## src/rtl/smb_tgt_pkg.sv

```systemverilog
package smb_tgt_pkg;

  localparam int BYTE_W = 8;

  typedef enum logic [2:0] {
    ST_IDLE,
    ST_ADDR,
    ST_WACK,
    ST_WBYTE,
    ST_RACK_A,
    ST_RBYTE,
    ST_MACK,
    ST_SKIP
  } phase_e;

  // strap sense -> low address pair; conflicting sense falls back to 00
  function automatic logic [1:0] strap_xy(input logic lo, input logic hi);
    case ({lo, hi})
      2'b10:   return 2'b10;
      2'b01:   return 2'b01;
      default: return 2'b00;
    endcase
  endfunction

  function automatic logic [6:0] own_addr(input logic [4:0] prefix, input logic [1:0] xy);
    return {prefix, xy};
  endfunction

endpackage

```

## src/rtl/smb_line_sync.sv

```systemverilog
module smb_line_sync #(
  parameter int STAGES = 2
) (
  input  logic clk,
  input  logic rst_n,
  input  logic scl_in,
  input  logic sda_in,
  output logic scl_s,
  output logic sda_s,
  output logic scl_rise,
  output logic scl_fall,
  output logic start_evt,
  output logic stop_evt
);

  localparam int NLINE = 2;

  logic [NLINE-1:0] raw;
  logic [NLINE-1:0] synced;
  logic             scl_q, sda_q;

  assign raw = {sda_in, scl_in};

  for (genvar g = 0; g < NLINE; g++) begin : g_line
    logic [STAGES-1:0] chain;
    always_ff @(posedge clk or negedge rst_n) begin
      if (!rst_n) chain <= '1;
      else        chain <= {chain[STAGES-2:0], raw[g]};
    end
    assign synced[g] = chain[STAGES-1];
  end

  assign scl_s = synced[0];
  assign sda_s = synced[1];

  always_ff @(posedge clk or negedge rst_n) begin
    if (!rst_n) begin
      scl_q <= 1'b1;
      sda_q <= 1'b1;
    end else begin
      scl_q <= scl_s;
      sda_q <= sda_s;
    end
  end

  assign scl_rise  =  scl_s & ~scl_q;
  assign scl_fall  = ~scl_s &  scl_q;
  assign start_evt =  scl_s &  scl_q &  sda_q & ~sda_s;
  assign stop_evt  =  scl_s &  scl_q & ~sda_q &  sda_s;

  AST_START_STOP_APART: assert property (@(posedge clk) disable iff (!rst_n)
    !(start_evt && stop_evt));
  AST_COND_NEEDS_HIGH_CLK: assert property (@(posedge clk) disable iff (!rst_n)
    (start_evt || stop_evt) |-> $past(scl_s));

endmodule

```

## src/rtl/smb_strap_latch.sv

```systemverilog
module smb_strap_latch
  import smb_tgt_pkg::*;
(
  input  logic       clk,
  input  logic       rst_n,
  input  logic       strap_low,
  input  logic       strap_high,
  output logic [1:0] xy,
  output logic       done
);

  always_ff @(posedge clk or negedge rst_n) begin
    if (!rst_n) begin
      xy   <= 2'b00;
      done <= 1'b0;
    end else if (!done) begin
      xy   <= strap_xy(strap_low, strap_high);
      done <= 1'b1;
    end
  end

  AST_XY_NEVER_ELEVEN: assert property (@(posedge clk) disable iff (!rst_n)
    done |-> (xy != 2'b11));
  AST_XY_FROZEN: assert property (@(posedge clk) disable iff (!rst_n)
    $past(done) |-> $stable(xy));

endmodule

```

## src/rtl/smb_low_timeout.sv

```systemverilog
module smb_low_timeout #(
  parameter int LIMIT = 1750000
) (
  input  logic clk,
  input  logic rst_n,
  input  logic scl_s,
  output logic timeout_pulse
);

  localparam int CW = $clog2(LIMIT + 1);

  logic [CW-1:0] low_cnt;

  always_ff @(posedge clk or negedge rst_n) begin
    if (!rst_n)                       low_cnt <= '0;
    else if (scl_s)                   low_cnt <= '0;
    else if (low_cnt != CW'(LIMIT))   low_cnt <= low_cnt + 1'b1;
  end

  assign timeout_pulse = !scl_s && (low_cnt == CW'(LIMIT - 1));

  AST_TIMEOUT_NEEDS_LOW: assert property (@(posedge clk) disable iff (!rst_n)
    timeout_pulse |-> ($past(!scl_s) && !scl_s));
  AST_TIMEOUT_ONCE: assert property (@(posedge clk) disable iff (!rst_n)
    timeout_pulse |=> !timeout_pulse);

endmodule

```

## src/rtl/smb_strap_target.sv

```systemverilog
module smb_strap_target
  import smb_tgt_pkg::*;
#(
  parameter int         TIMEOUT_CYC = 1750000,
  parameter int         SYNC_STAGES = 2,
  parameter logic [4:0] ADDR_PREFIX = 5'b01011
) (
  input  logic       clk,
  input  logic       rst_n,
  input  logic       scl_in,
  input  logic       sda_in,
  output logic       sda_oe,
  input  logic       strap_low,
  input  logic       strap_high,
  output logic [7:0] reg_addr,
  output logic [7:0] reg_wdata,
  output logic       reg_we,
  input  logic [7:0] reg_rdata,
  output logic       reg_re
);

  localparam int CNT_W = $clog2(BYTE_W + 1);

  logic scl_s, sda_s, scl_rise, scl_fall, start_evt, stop_evt;
  logic timeout_evt;
  logic [1:0] strap_val;
  logic strap_done;
  logic [6:0] my_addr;

  smb_line_sync #(.STAGES(SYNC_STAGES)) u_sync (
    .clk(clk), .rst_n(rst_n), .scl_in(scl_in), .sda_in(sda_in),
    .scl_s(scl_s), .sda_s(sda_s), .scl_rise(scl_rise), .scl_fall(scl_fall),
    .start_evt(start_evt), .stop_evt(stop_evt)
  );

  smb_strap_latch u_strap (
    .clk(clk), .rst_n(rst_n), .strap_low(strap_low), .strap_high(strap_high),
    .xy(strap_val), .done(strap_done)
  );

  smb_low_timeout #(.LIMIT(TIMEOUT_CYC)) u_tmo (
    .clk(clk), .rst_n(rst_n), .scl_s(scl_s), .timeout_pulse(timeout_evt)
  );

  assign my_addr = own_addr(ADDR_PREFIX, strap_val);

  phase_e            state;
  logic [CNT_W-1:0]  bit_cnt;
  logic [BYTE_W-1:0] rx_sh, tx_sh, ptr, wdata_q;
  logic              ptr_next, m_ack, oe_q, we_q, re_q;

  // named internal events for the checks
  logic byte_in_done, addr_hit, bus_reset;
  assign byte_in_done = scl_fall && (bit_cnt == CNT_W'(BYTE_W));
  assign addr_hit     = strap_done && (rx_sh[7:1] == my_addr);
  assign bus_reset    = timeout_evt || stop_evt;

  always_ff @(posedge clk or negedge rst_n) begin
    if (!rst_n) begin
      state    <= ST_IDLE;
      bit_cnt  <= '0;
      rx_sh    <= '0;
      tx_sh    <= '0;
      ptr      <= '0;
      wdata_q  <= '0;
      ptr_next <= 1'b0;
      m_ack    <= 1'b0;
      oe_q     <= 1'b0;
      we_q     <= 1'b0;
      re_q     <= 1'b0;
    end else begin
      we_q <= 1'b0;
      re_q <= 1'b0;
      if (re_q) tx_sh <= reg_rdata;
      if (bus_reset) begin
        state <= ST_IDLE;
        oe_q  <= 1'b0;
      end else if (start_evt) begin
        state   <= ST_ADDR;
        bit_cnt <= '0;
        oe_q    <= 1'b0;
      end else begin
        case (state)
          ST_ADDR: begin
            if (scl_rise && bit_cnt != CNT_W'(BYTE_W)) begin
              rx_sh   <= {rx_sh[BYTE_W-2:0], sda_s};
              bit_cnt <= bit_cnt + 1'b1;
            end else if (byte_in_done) begin
              if (addr_hit) begin
                oe_q <= 1'b1;
                if (rx_sh[0]) begin
                  state <= ST_RACK_A;
                  re_q  <= 1'b1;
                end else begin
                  state    <= ST_WACK;
                  ptr_next <= 1'b1;
                end
              end else begin
                state <= ST_SKIP;
              end
            end
          end
          ST_WACK: begin
            if (scl_fall) begin
              oe_q    <= 1'b0;
              state   <= ST_WBYTE;
              bit_cnt <= '0;
            end
          end
          ST_WBYTE: begin
            if (scl_rise && bit_cnt != CNT_W'(BYTE_W)) begin
              rx_sh   <= {rx_sh[BYTE_W-2:0], sda_s};
              bit_cnt <= bit_cnt + 1'b1;
            end else if (byte_in_done) begin
              oe_q  <= 1'b1;
              state <= ST_WACK;
              if (ptr_next) begin
                ptr      <= rx_sh;
                ptr_next <= 1'b0;
              end else begin
                we_q    <= 1'b1;
                wdata_q <= rx_sh;
              end
            end
          end
          ST_RACK_A: begin
            if (scl_fall) begin
              state   <= ST_RBYTE;
              bit_cnt <= '0;
              oe_q    <= ~tx_sh[BYTE_W-1];
            end
          end
          ST_RBYTE: begin
            if (scl_fall) begin
              if (bit_cnt == CNT_W'(BYTE_W - 1)) begin
                oe_q  <= 1'b0;
                state <= ST_MACK;
              end else begin
                tx_sh   <= {tx_sh[BYTE_W-2:0], 1'b0};
                oe_q    <= ~tx_sh[BYTE_W-2];
                bit_cnt <= bit_cnt + 1'b1;
              end
            end
          end
          ST_MACK: begin
            if (scl_rise) begin
              m_ack <= ~sda_s;
              if (!sda_s) re_q <= 1'b1;
            end else if (scl_fall) begin
              if (m_ack) begin
                state   <= ST_RBYTE;
                bit_cnt <= '0;
                oe_q    <= ~tx_sh[BYTE_W-1];
              end else begin
                state <= ST_SKIP;
              end
            end
          end
          default: ;
        endcase
      end
    end
  end

  assign sda_oe    = oe_q;
  assign reg_we    = we_q;
  assign reg_re    = re_q;
  assign reg_addr  = ptr;
  assign reg_wdata = wdata_q;

  AST_WE_SINGLE_CYCLE: assert property (@(posedge clk) disable iff (!rst_n)
    reg_we |=> !reg_we);
  AST_WE_RE_APART: assert property (@(posedge clk) disable iff (!rst_n)
    !(reg_we && reg_re));
  AST_STOP_RELEASES: assert property (@(posedge clk) disable iff (!rst_n)
    stop_evt |=> !sda_oe);
  AST_TIMEOUT_RELEASES: assert property (@(posedge clk) disable iff (!rst_n)
    timeout_evt |=> (!sda_oe && state == ST_IDLE));
  AST_START_TO_ADDR: assert property (@(posedge clk) disable iff (!rst_n)
    (start_evt && !bus_reset) |=> (state == ST_ADDR));
  AST_SKIP_SILENT: assert property (@(posedge clk) disable iff (!rst_n)
    (state == ST_SKIP) |-> (!sda_oe && !reg_we));
  AST_IDLE_SILENT: assert property (@(posedge clk) disable iff (!rst_n)
    (state == ST_IDLE) |-> !sda_oe);

endmodule

```

## config.mk

```make
export PLATFORM = sky130hd
export DESIGN_NAME = smb_strap_target
export DESIGN_NICKNAME = d
export VERILOG_FILES = /design/src/rtl/smb_tgt_pkg.sv /design/src/rtl/smb_line_sync.sv /design/src/rtl/smb_strap_latch.sv /design/src/rtl/smb_low_timeout.sv /design/src/rtl/smb_strap_target.sv
export SDC_FILE = /design/constraint.sdc
export NUM_CORES = 1
export LEC_CHECK = 0
export BUFFER_PORTS_ARGS = -buffer_cell sky130_fd_sc_hd__buf_4
export CAP_MARGIN = 40
export CORE_AREA = 3 3 91 93
export CTS_CLUSTER_SIZE = 8
export DETAILED_ROUTE_END_ITERATION = 6
export DIE_AREA = 0 0 94 96
export GPL_TIMING_DRIVEN = 0
export PLACE_DENSITY = 0.66
export SYNTH_ARGS = -nofsm -noshare
export SYNTH_HDL_FRONTEND = slang
export SYNTH_SLANG_ARGS = --single-unit
```

## constraint.sdc

```tcl
create_clock -name clk -period 2.95 [get_ports clk]
set_input_delay 0.295 -clock clk [delete_from_list [all_inputs] [get_ports clk]]
set_output_delay 0.295 -clock clk [all_outputs]
set_load 0.02 [all_outputs]
```

==> results of run 1 <==
==> sequential cells by signal (all words and copies together) (netlist names), 2 cells and up <==
register,flops
state,3
u_sync.g_line.chain,4
u_tmo.low_cnt,21
tx_sh,8
u_strap.xy,2
reg_wdata,8
reg_addr,8
bit_cnt,4
rx_sh,8
==> worst reg2reg max path, stage by stage, from the launching register on <==
cell and delay [ns]:
dfstp_2 0.58, buf_2 0.21, nand4b_1 0.33, o211ai_1 0.21, a31oi_1 0.09, nor4_4 0.40
mux2i_1 0.22, o21ai_0 0.09
==> metrics by stage <==
| stage | std cells | cell area, µm² |
|---|---|---|
| global route | 499 | 4320 |
| detailed placement | 482 | 4100 |
| finish | 499 | 4320 |
| CTS | 499 | 4320 |
| floorplan | 347 | 3710 |
| global placement | 481 | 4070 |
==> kinds of logic after synthesis <==
group,synth area share [%]
xor gates and xnor gates,3.54
AOI/OAI and AO/OA,10.1
DFF,50.2
other,0.101
muxes,11.3
buffers and inverters,3.21
and+or+nand+nor,20.2
adders and majority gates,1.35
==> per-layer routing <==
metal | wire length (µm) | share of wire, %
met5 | 0 | 0
met4 | 121 | 1.7
met3 | 295 | 4.2
met2 | 3200 | 46
met1 | 3400 | 48
==> final cells by class <==
class                           instances  area [µm²]  share of cell area, %
Sequential cell                        74        1860                   43.0
Multi-Input combinational cell        246        1730                   40.0
Timing Repair Buffer                   34         278                   6.43
Clock buffer                           10         138                   3.18
Tap cell                              102         128                   2.95
Clock inverter                          6        72.6                   1.68
Buffer                                 14        70.1                   1.62
Inverter                               13        48.8                   1.13
==> layout by cell type, fill, tap and decap left out, types with 12 or more instances in the layout <==
master,Yosys,routed
dfrtp_1,68,68
nor2_1,39,39
buf_4,1,33
nand2_1,22,22
o21ai_0,20,20
a21oi_1,17,17
nand3_1,14,14
inv_1,12,12
mux2i_1,12,12
mux2_2,12,12
==> final timing paths <==
| check | end | depth (start not counted) |
|---|---|---|
| setup / recovery | bit_cnt[3] | 7 |
| hold / removal | u_sync.g_line[0].chain[0] | 1 |
| setup reg to reg | bit_cnt[3] | 7 |
| hold reg to reg | u_sync.g_line[0].chain[1] | 0 |
| max in group asynchronous | u_sync.g_line[1].chain[1] | 3 |
| min in group asynchronous | bit_cnt[2] | 2 |
==> power groups by stage <==
stage / Clock (mW) / Sequential (mW) / Combinational, mW
after floorplan: 0 / 1.31 / 0.515
after global placement: 0 / 1.32 / 0.678
after detailed placement: 0 / 1.33 / 0.699
after CTS: 0.845 / 1.31 / 0.703
after global routing: 0.891 / 1.34 / 0.790
final: 0.830 / 1.31 / 0.695
==> run summary, run 1 <==
PostCTS Resize Cnt: 0
critical path type: reg -> reg
fill cell count: 673
first drt pass iteration count: 4
crit-path max cell delay: 0.58 ns
clock edge transition at the registers on the reported setup and hold paths: 0.08 ns
CP startpoint: u_sync.g_line[0].chain[1]
Fmax: 444 MHz
largest net degree at the start of global routing: 45
Seq/Total Area, Yosys: 50.2%
GR Util met2: 25.0%
grt ovf: 0
Syn Nets: 365
clk_lat worst skew: 0.35 ns
hold buffer count at CTS: 1
routed vias: 2644
Yosys cell types: 61
iteration-0 DRC count of the detailed router: 143
Syn Area/Cell: 10.7 µm²
num rows: 32
worst r2r src: u_sync.g_line[0].chain[1]
cell type with the largest total area after synthesis: dfrtp_1
Worst Tran Pin Value: 0.828 ns
Chip Width: 94 µm
core box area: 0.00761 mm²
Place WS: 0.702 ns
Final GP Congestion: 0.897
clk sinks: 74
Die ar.: 0.00902 mm²
WP buf/inv: 1
critical path endpoint category: flop
crit-path max FO: 10
Final Slew Violations: 0
Post-synth EDFFs: 0
Detailed Place HPWL: 4900 µm
Fin. Hold Viols: 0
register bit total from synthesis: 74
minimum clock period: 2.25 ns
CTS Buf Count: 9
combinational fraction of design power: 24.5%
synth-to-layout area growth: 16.6%
startpoint types: flop
Max-cap violations: 0
GRT busiest layer: met2
first-pass GRT wire length: 12100 µm
Final setup viols: 0
Final ANT Viol Nets: 0
Total GRT Usage: 16.9%
# diodes: 0
CP Cell Sequence: buf_2 -> nand4b_1 -> o211ai_1 -> a31oi_1 -> nor4_4 -> mux2i_1 -> o21ai_0
Synth area leaders: dfrtp_1, dfstp_2, nor2_1, mux2_2, mux2i_1
period utilisation layout: 76.3%
Sum Neg Setup Slack: 0 ns
clk root buf: clkbuf_8
hold_sp: scl_in
LEAKAGE: 1.92 nW
reg-to-reg slack, setup: 0.70 ns
IO Port Bufs: 32
Post-CTS Repair Setup Buffers: 0
met1 GRT Util: 24.7%
die span in y: 96 µm
met3 usage: 2.81%
Initial Utilization: 48.7%
asr flop ratio synth: 100%
CTS tree: built
Post-synth top cells: dfrtp_1, nor2_1, nand2_1, o21ai_0, a21oi_1
predominant post-synthesis flop cell: dfrtp_1
WP data required: 3.17 ns
most frequent cell after synthesis: dfrtp_1
Synth Warn #: 0
Rel. slew slack: 44.3%
drt drc: 0
layout cells sized above 1: 23.7%
sequential share of power: 46.1%
Total Wirelength: 7010 µm
clock share of power: 29.3%
routed vias/inst: 5.30
Total Power: 2.83 mW
Crit path max-delay family: simple AND/OR/NAND/NOR gates
RSZ-0062 raised after global routing: no
Pint: 1.92 mW
top-area cell type share of the netlist area: 45.9%
drt wl/cell: 14.0 µm
initial antenna violation count: 0
clk_skew: 0.0114 ns
Core Util, Final: 56.8%
Peak VDD IR: 0.000332 V
CP arrival: 2.47 ns
Final Hold Slack: 0.0487 ns
synthesized cell area: 0.00371 mm²
Post-Synthesis Cells: 347
vias in the first global route: 2537
IO Count: 33
H-tree depth: 3
Switching Share: 32.2%
HP Class: in -> reg
Pwr Density: 655 mW/mm²
Max clock buf depth: 2
final setup margin: 0.698 ns
Critical Path Slowest Stage Cell: dfstp_2
Post-layout nets: 410
status: finished, final reports clean
switching power: 0.912 mW
Power figures use the tool's default switching activity.
==> inputs of run 2 (changes only) <==
--- a/config.mk
+++ b/config.mk
@@ -5,14 +5,15 @@
 export SDC_FILE = /design/constraint.sdc
 export NUM_CORES = 1
 export LEC_CHECK = 0
+export ABC_AREA = 1
 export BUFFER_PORTS_ARGS = -buffer_cell sky130_fd_sc_hd__buf_4
 export CAP_MARGIN = 40
-export CORE_AREA = 3 3 91 93
+export CORE_AREA = 3 3 94 96
 export CTS_CLUSTER_SIZE = 8
 export DETAILED_ROUTE_END_ITERATION = 6
-export DIE_AREA = 0 0 94 96
+export DIE_AREA = 0 0 97 99
 export GPL_TIMING_DRIVEN = 0
-export PLACE_DENSITY = 0.66
+export PLACE_DENSITY = 0.69
 export SYNTH_ARGS = -nofsm -noshare
 export SYNTH_HDL_FRONTEND = slang
 export SYNTH_SLANG_ARGS = --single-unit
==> constraint.sdc (replaced) <==
create_clock -name clk -period 2.05 [get_ports clk]
set_input_delay 0.205 -clock clk [delete_from_list [all_inputs] [get_ports clk]]
set_output_delay 0.205 -clock clk [all_outputs]
set_load 0.02 [all_outputs]
==> run 2 against run 1 <==
Effect of this change: clock skew is 0.00085 ns higher; final area increased by 7.6%; via count is 25% higher; count of clock-buffer cells in the layout shrank 1; global-route usage rose by 1.4 points; cell count rose by 32%; critical endpoint is now tx_sh[6]; highest routed layer unchanged.
==> run summary, run 2 <==
top-area cell type share of the netlist area: 42.4% (was 45.9%)
Core Util, Final: 57.2% (was 56.8%)
Reg2Reg Depth: 10 (was 7)
Post-Synth Adder-Cell Area: 1.25% (was 1.35%)
Max-cap violations: 0 (unchanged)
Fmax: 545 MHz (was 444 MHz)
Syn Area/Cell: 8.01 µm² (was 10.7 µm²)
Final Slew Violations: 0 (unchanged)
area of the multi-input gates: 0.00183 mm² (was 0.00173 mm²)
num rows: 33 (was 32)
Yosys cell types: 40 (was 61)
critical path endpoint category: flop (unchanged)
fill cell count: 738 (was 673)
clock edge transition at the registers on the reported setup and hold paths: 0.08 ns (about the same)
number of flip-flops in the largest register: 21 (unchanged)
clk_lat worst skew: 0.36 ns (was 0.35 ns)
most frequent cells in the layout: nand2_1, dfrtp_1, nor2_1 (was dfrtp_1, nor2_1, buf_4)
WP data required: 2.29 ns (was 3.17 ns)
PostCTS Resize Cnt: 0 (unchanged)
Seq/Total Area, Yosys: 46.3% (was 50.2%)
Pwr Density: 958 mW/mm² (was 655 mW/mm²)
drt wl/cell: 12.5 µm (was 14.0 µm)
hold depth: 2 (was 1)
CP Cell Sequence: ha_1 -> nand3_2 -> nor2_1 -> nand2_1 -> nor2_4 -> nor2_4 -> nand3_2 -> buf_6 -> nand2_2 -> o21ai_2 (was buf_2 -> nand4b_1 -> o211ai_1 -> a31oi_1 -> nor4_4 -> mux2i_1 -> o21ai_0)
Critical Path Slowest Stage Cell: dfrtp_1 (was dfstp_2)
Total GRT Usage: 18.3% (was 16.9%)
Final ANT Viol Nets: 0 (unchanged)
LEAKAGE: 2.26 nW (was 1.92 nW)
core box area: 0.00813 mm² (was 0.00761 mm²)
CTS Buf Count: 9 (unchanged)
Fin. Hold Viols: 0 (unchanged)
startpoint types: flop (unchanged)
Post-layout nets: 566 (was 410)
initial antenna violation count: 0 (unchanged)
die span in y: 99 µm (was 96 µm)
compound-gate portion of the synthesized area: 11.2% (was 10.1%)
main combinational cell family by area after synthesis: simple AND/OR/NAND/NOR gates (unchanged)
register bit total from synthesis: 74 (unchanged)
Post-Synthesis Cells: 501 (was 347)
clk root buf: clkbuf_8 (unchanged)
crit-path max FO: 10 (unchanged)
Max clock buf depth: 2 (unchanged)
most common cell after layout, fill and taps aside: nand2_1 (was dfrtp_1)
Post-synth EDFFs: 0 (unchanged)
Most flops, register: u_tmo.low_cnt (unchanged)
predominant post-synthesis flop cell: dfrtp_1 (unchanged)
Final setup viols: 0 (unchanged)
period utilisation layout: 89.5% (was 76.3%)
H-tree depth: 3 (unchanged)
IO Count: 33 (unchanged)
grt ovf: 0 (unchanged)
Die ar.: 0.00960 mm² (was 0.00902 mm²)
IO Port Bufs: 32 (unchanged)
Syn Nets: 519 (was 365)
Detailed Place HPWL: 6090 µm (was 4900 µm)
Synth Warn #: 0 (unchanged)
largest net degree at the start of global routing: 55 (was 45)
Chip Width: 97 µm (was 94 µm)
routed vias: 3308 (was 2644)
CP arrival: 2.08 ns (was 2.47 ns)
Total Wirelength: 8210 µm (was 7010 µm)
synthesized cell area: 0.00401 mm² (was 0.00371 mm²)
crit-path max cell delay: 0.43 ns (was 0.58 ns)
RSZ-0062 raised after global routing: no (unchanged)
asr flop ratio synth: 100% (unchanged)
worst r2r src: u_tmo.low_cnt[0] (was u_sync.g_line[0].chain[1])
Sum Neg Setup Slack: 0 ns (unchanged)
clk sinks: 74 (unchanged)
cell type with the largest total area after synthesis: dfrtp_1 (unchanged)
Final GP Congestion: 0.913 (was 0.897)
Post-Place Cells: 639 (was 482)
Post-CTS Repair Setup Buffers: 0 (unchanged)
most frequent cell after synthesis: nand2_1 (was dfrtp_1)
synth-to-layout area growth: 15.9% (was 16.6%)
Post-synth top cells: nand2_1, dfrtp_1, nor2_1, inv_1 (was dfrtp_1, nor2_1, nand2_1, o21ai_0, a21oi_1)
Layout Cells excl Fill: 658 (was 499)
first-pass GRT wire length: 14600 µm (was 12100 µm)
clk_skew: 0.0122 ns (was 0.0114 ns)
xor-xnor portion of the synthesized cell area: 0.873% (was 3.54%)
CTS tree: built (unchanged)
multiplexer area fraction after synthesis: 0.281% (was 11.3%)
hold buffer count at CTS: 3 (was 1)
register area: 0.00186 mm² (unchanged)
iteration-0 DRC count of the detailed router: 180 (was 143)
status: finished, final reports clean (unchanged)
Synth area leaders: dfrtp_1, nand2_1, nor2_1, o21ai_2, inv_1 (was dfrtp_1, dfstp_2, nor2_1, mux2_2, mux2i_1)
vias in the first global route: 3229 (was 2537)
routed vias/inst: 5.03 (was 5.30)
Peak VDD IR: 0.000428 V (was 0.000332 V)
first drt pass iteration count: 4 (unchanged)
critical path type: reg -> reg (unchanged)
HP Class: in -> reg (unchanged)
Initial Utilization: 49.3% (was 48.7%)
CP startpoint: u_tmo.low_cnt[0] (was u_sync.g_line[0].chain[1])
hold_sp: strap_high (was scl_in)
layout cells sized above 1: 23.1% (was 23.7%)
minimum clock period: 1.83 ns (was 2.25 ns)
drt drc: 0 (unchanged)
Synth Area in Simple Gates: 31.8% (was 20.2%)
# diodes: 0 (unchanged)
-- run 2: cell count changes after synthesis, sizes merged, moves of 7 or more --
cell / change
nand2: +117
inv: +50
nor2: +35
o21ai: +30
mux2: -23
nand3: +19
mux2i: -12
a21oi: -8
nor2b: -8
nor3: +8
or3: -8
xor2: -7
-- run 2: worst paths after layout --
kind / endpoint / slack, ns
setup / recovery: tx_sh[6] / 0.22
hold / removal: u_strap.xy[1] / 0.04
setup reg to reg: tx_sh[6] / 0.22
hold reg to reg: u_sync.g_line[0].chain[1] / 0.36
max in group asynchronous: u_sync.sda_q / 1.16
min in group asynchronous: bit_cnt[3] / 0.27
-- run 2: critical path: cells and delay by family, from the launching register on --
kind	cells	cell delay [ns]
AOI/OAI and AO/OA	1	0.05
DFF	1	0.43
adders and majority gates	1	0.27
and+or+nand+nor	7	0.77
buffers and inverters	1	0.19
-- run 2: through the flow --
stage / cell area [µm²] / total power, mW / hold WS, ns / setup slack [ns]
floorplan: 4010 / 2.92 / -0.0906 / 0.436
global placement: 4380 / 3.21 / 0.313 / 0.229
detailed placement: 4410 / 3.26 / 0.121 / 0.210
CTS: 4650 / 4.49 / 0.0211 / 0.188
global route: 4650 / 4.80 / 0.0214 / 0.0868
finish: 4650 / 4.45 / 0.0373 / 0.215
-- run 2: cells by family after synthesis --
family / Yosys count
buffers and inverters: 73
adder cells (fa/ha/maj): 4
flip-flops: 74
multiplexers: 1
XOR/XNOR: 4
other: 1
AO/OA/AOI/OAI: 69
AND/OR/NAND/NOR: 275
-- run 2: layout make-up --
cell class / instances / area share (%)
sequential: 74 / 40.0
multi-input combinational: 354 / 39.3
timing repair buffer: 36 / 6.40
tap: 105 / 2.83
buffer: 9 / 1.72
clock buffer: 9 / 2.66
clock inverter: 7 / 1.80
inverter: 64 / 5.30
-- run 2: layer usage --
layer | vias up | wire length [µm] | track usage, %
li1 | 1695 | - | -
met1 | 1561 | 3990 | 24.7
met2 | 45 | 3870 | 29.4
met3 | 7 | 239 | 3.75
met4 | 0 | 112 | 6.80
met5 | - | 0 | 0
-- run 2: report_power, final --
part	total [mW]	internal (mW)	leakage (nW)	switching [mW]
combinational	1.41	0.494	1.19	0.914
clock	1.21	0.586	0.103	0.627
sequential	1.83	1.67	0.977	0.157
==> inputs of run 3 (changes only) <==
--- a/config.mk
+++ b/config.mk
@@ -8,12 +8,13 @@
 export ABC_AREA = 1
 export BUFFER_PORTS_ARGS = -buffer_cell sky130_fd_sc_hd__buf_4
 export CAP_MARGIN = 40
-export CORE_AREA = 3 3 94 96
+export CORE_AREA = 3 3 95 97
 export CTS_CLUSTER_SIZE = 8
 export DETAILED_ROUTE_END_ITERATION = 6
-export DIE_AREA = 0 0 97 99
+export DIE_AREA = 0 0 98 100
 export GPL_TIMING_DRIVEN = 0
-export PLACE_DENSITY = 0.69
+export PLACE_DENSITY = 0.68
 export SYNTH_ARGS = -nofsm -noshare
 export SYNTH_HDL_FRONTEND = slang
+export SYNTH_HIERARCHICAL = 1
 export SYNTH_SLANG_ARGS = --single-unit
==> run 3 against run 2 <==
Effect of this change: synthesized cell count increased by 9.6%; register-to-register slack lost 0.21 ns; non-clock buffer count grew 23; utilization is 4.5 points higher; cell count grew 11%; worst hold slack gained 0.070 ns; global-route usage rose by 0.48 points; fmax is 10% lower; count of clock-buffer cells in the layout grew 1; combinational power rose by 4%; final area increased by 9.0%; sequential share of layout area down 3.2 points; highest routed layer unchanged.
==> run summary, run 3 <==
period utilisation layout: 99.8% (was 89.5%)
Chip Width: 98 µm (was 97 µm)
WP data required: 2.28 ns (was 2.29 ns)
most common cell after layout, fill and taps aside: nand2_1 (unchanged)
HP Class: in -> reg (unchanged)
Total Power: 4.59 mW (was 4.45 mW)
routed vias/inst: 5.06 (was 5.03)
clk_skew: 0.0115 ns (was 0.0122 ns)
Rel. slew slack: 63.1%
predominant post-synthesis flop cell: dfrtp_1 (unchanged)
Total GRT Usage: 18.8% (was 18.3%)
Sum Neg Setup Slack: 0 ns (unchanged)
Post-Synthesis Cells: 549 (was 501)
Initial Utilization: 49.4% (was 49.3%)
# diodes: 0 (unchanged)
number of flip-flops in the largest register: 21 (unchanged)
die span in y: 100 µm (was 99 µm)
Final setup viols: 0 (unchanged)
Syn Area/Cell: 7.39 µm² (was 8.01 µm²)
Most flops, register: u_tmo/low_cnt (was u_tmo.low_cnt)
clk_lat worst skew: 0.35 ns (was 0.36 ns)
most frequent cell after synthesis: nand2_1 (unchanged)
Seq/Total Area, Yosys: 45.8% (was 46.3%)
sequential share of power: 40.2% (was 41.1%)
xor-xnor portion of the synthesized cell area: 1.51% (was 0.873%)
Syn Nets: 567 (was 519)
CTS tree: built (unchanged)
Post-layout nets: 637 (was 566)
Total Wirelength: 9020 µm (was 8210 µm)
CTS Buf Count: 9 (unchanged)
first-pass GRT wire length: 15300 µm (was 14600 µm)
combinational fraction of design power: 32.0% (was 31.6%)
Synth Area in Simple Gates: 34.6% (was 31.8%)
Pint: 2.93 mW (was 2.75 mW)
status: finished, final reports clean (unchanged)
register area: 0.00186 mm² (about the same)
Final ANT Viol Nets: 0 (unchanged)
Synth Warn #: 6 (was 0)
H-tree depth: 3 (unchanged)
Post-synth EDFFs: 0 (unchanged)
Detailed Place HPWL: 6420 µm (was 6090 µm)
LEAKAGE: 2.41 nW (was 2.26 nW)
Place WS: -0.414 ns (was 0.210 ns)
compound-gate portion of the synthesized area: 7.86% (was 11.2%)
synthesized cell area: 0.00406 mm² (was 0.00401 mm²)
crit-path max FO: 5 (was 10)
Yosys cell types: 33 (was 40)
area of the multi-input gates: 0.00199 mm² (was 0.00183 mm²)
fill cell count: 755 (was 738)
crit-path max cell delay: 0.39 ns (was 0.43 ns)
drt drc: 0 (unchanged)
iteration-0 DRC count of the detailed router: 203 (was 180)
Peak VDD IR: 0.000463 V (was 0.000428 V)
Max clock buf depth: 2 (unchanged)
Die ar.: 0.00980 mm² (was 0.00960 mm²)
critical path type: reg -> reg (unchanged)
multiplexer area fraction after synthesis: 0% (was 0.281%)
Core Util, Final: 61.7% (was 57.2%)
asr flop ratio synth: 100% (unchanged)
core box area: 0.00822 mm² (was 0.00813 mm²)
CP arrival: 2.28 ns (was 2.08 ns)
Synth area leaders: dfrtp_1, nand2_1, nor2_1, inv_1, o21ai_0 (was dfrtp_1, nand2_1, nor2_1, o21ai_2, inv_1)
Post-Place Cells: 687 (was 639)
grt ovf: 0 (unchanged)
critical path endpoint category: flop (unchanged)
Fin. Hold Viols: 0 (unchanged)
clock share of power: 27.9% (was 27.3%)
Fmax: 489 MHz (was 545 MHz)
Critical Path Slowest Stage Cell: dfrtp_2 (was dfrtp_1)
Pwr Density: 906 mW/mm² (was 958 mW/mm²)
WP buf/inv: 2 (was 1)
Crit path max-delay family: simple AND/OR/NAND/NOR gates (unchanged)
register bit total from synthesis: 74 (unchanged)
most frequent cells in the layout: nand2_1, inv_1, nor2_1 (was nand2_1, dfrtp_1, nor2_1)
Layout Cells excl Fill: 729 (was 658)
cell type with the largest total area after synthesis: dfrtp_1 (unchanged)
synth-to-layout area growth: 24.8% (was 15.9%)
first drt pass iteration count: 5 (was 4)
Worst Tran Pin Value: 0.554 ns
Final GP Congestion: 0.836 (was 0.913)
layout cells sized above 1: 24.7% (was 23.1%)
Max-cap violations: 0 (unchanged)
Post-synth top cells: nand2_1, nor2_1, inv_1, dfrtp_1, o21ai_0 (was nand2_1, dfrtp_1, nor2_1, inv_1)
largest net degree at the start of global routing: 47 (was 55)
Final Slew Violations: 0 (unchanged)
clk root buf: clkbuf_8 (unchanged)
RSZ-0062 raised after global routing: yes (was no)
CP Cell Sequence: ha_4 -> nand3_4 -> nor3_2 -> nand3_1 -> nor2_2 -> buf_4 -> inv_2 -> nand2_2 -> nor2_2 -> nand2_1 -> nand2_2 -> nor2_4 -> nand3_4 -> nand2_1 -> o21ai_1 (was ha_1 -> nand3_2 -> nor2_1 -> nand2_1 -> nor2_4 -> nor2_4 -> nand3_2 -> buf_6 -> nand2_2 -> o21ai_2)
routed vias: 3691 (was 3308)
Post-Synth Adder-Cell Area: 1.23% (was 1.25%)
clk sinks: 74 (unchanged)
IO Port Bufs: 32 (unchanged)
IO Count: 33 (unchanged)
clock edge transition at the registers on the reported setup and hold paths: 0.08 ns (about the same)
final setup margin: 0.00469 ns (was 0.215 ns)
top-area cell type share of the netlist area: 41.9% (was 42.4%)
Switching Share: 36.2% (was 38.1%)
startpoint types: flop (unchanged)
num rows: 33 (unchanged)
minimum clock period: 2.05 ns (was 1.83 ns)
drt wl/cell: 12.4 µm (was 12.5 µm)
initial antenna violation count: 0 (unchanged)
main combinational cell family by area after synthesis: simple AND/OR/NAND/NOR gates (unchanged)
switching power: 1.66 mW (was 1.70 mW)
vias in the first global route: 3339 (was 3229)
-- run 3: worst min-delay path, stage by stage --
cell	delay, ns
buf_4	0.08
nand3_1	0.07
nand2_1	0.06
-- run 3: layout make-up --
class	instances	area share [%]
Buffer	7	0.988
Multi-Input combinational cell	386	39.4
Tap cell	105	2.59
Clock buffer	10	2.72
Sequential cell	74	36.8
Clock inverter	6	1.75
Inverter	80	5.98
Timing Repair Buffer	61	9.80
-- run 3: logic make-up after synthesis --
kind of cell,after synthesis
flops,74
fa+ha+maj,4
compound gates,63
other cells,1
buf+inv,89
xor+xnor,7
simple gates,311
-- run 3: path summary, 6_finish.rpt --
check                           cells past startpoint                   endpoint                      start  slack, ns
worst max-delay path                               15                   state[0]           u_tmo/low_cnt[0]      0.005
worst min-delay path                                3              u_strap/xy[1]                  strap_low       0.11
worst max register to register                     15                   state[0]           u_tmo/low_cnt[0]      0.005
worst min register to register                      0  u_sync/g_line[0].chain[1]  u_sync/g_line[0].chain[0]       0.36
max in group asynchronous                           3  u_sync/g_line[1].chain[0]                      rst_n       1.11
min in group asynchronous                           2               reg_wdata[5]                      rst_n       0.32
-- run 3: stage by stage --
stage / hold slack (ns) / cell area, µm²
after CTS: 0.105 / 4850
after detailed placement: 0.159 / 4470
after floorplan: -0.0906 / 4080
after global placement: 0.314 / 4450
after global routing: 0.113 / 5070
final: 0.108 / 5070
-- run 3: metal layers --
layer | global-route usage [%] | vias to the layer above | part of all wire [%]
li1 | - | 1872 | -
met1 | 25.3 | 1728 | 46
met2 | 31.0 | 81 | 49
met3 | 3.96 | 10 | 4.2
met4 | 5.11 | 0 | 1.2
met5 | 0 | - | 0
-- run 3: what timing repair did --
action                                 4_1_cts  5_1_grt
setup buffers                               10       14
pin swaps                                    6       14
endpoints found under the hold margin       30        0
gates cloned                                 0        1
resized for setup                           12       54
setup endpoints to repair                   37       40
hold buffers                                 3        0
-- run 3: power groups by stage --
stage | clock (mW) | sequential [mW] | combinational (mW)
finish | 1.28 | 1.84 | 1.47
global route | 1.37 | 1.88 | 1.68
CTS | 1.31 | 1.83 | 1.31
detailed placement | 0 | 1.87 | 1.26
global placement | 0 | 1.86 | 1.21
floorplan | 0 | 1.84 | 0.953
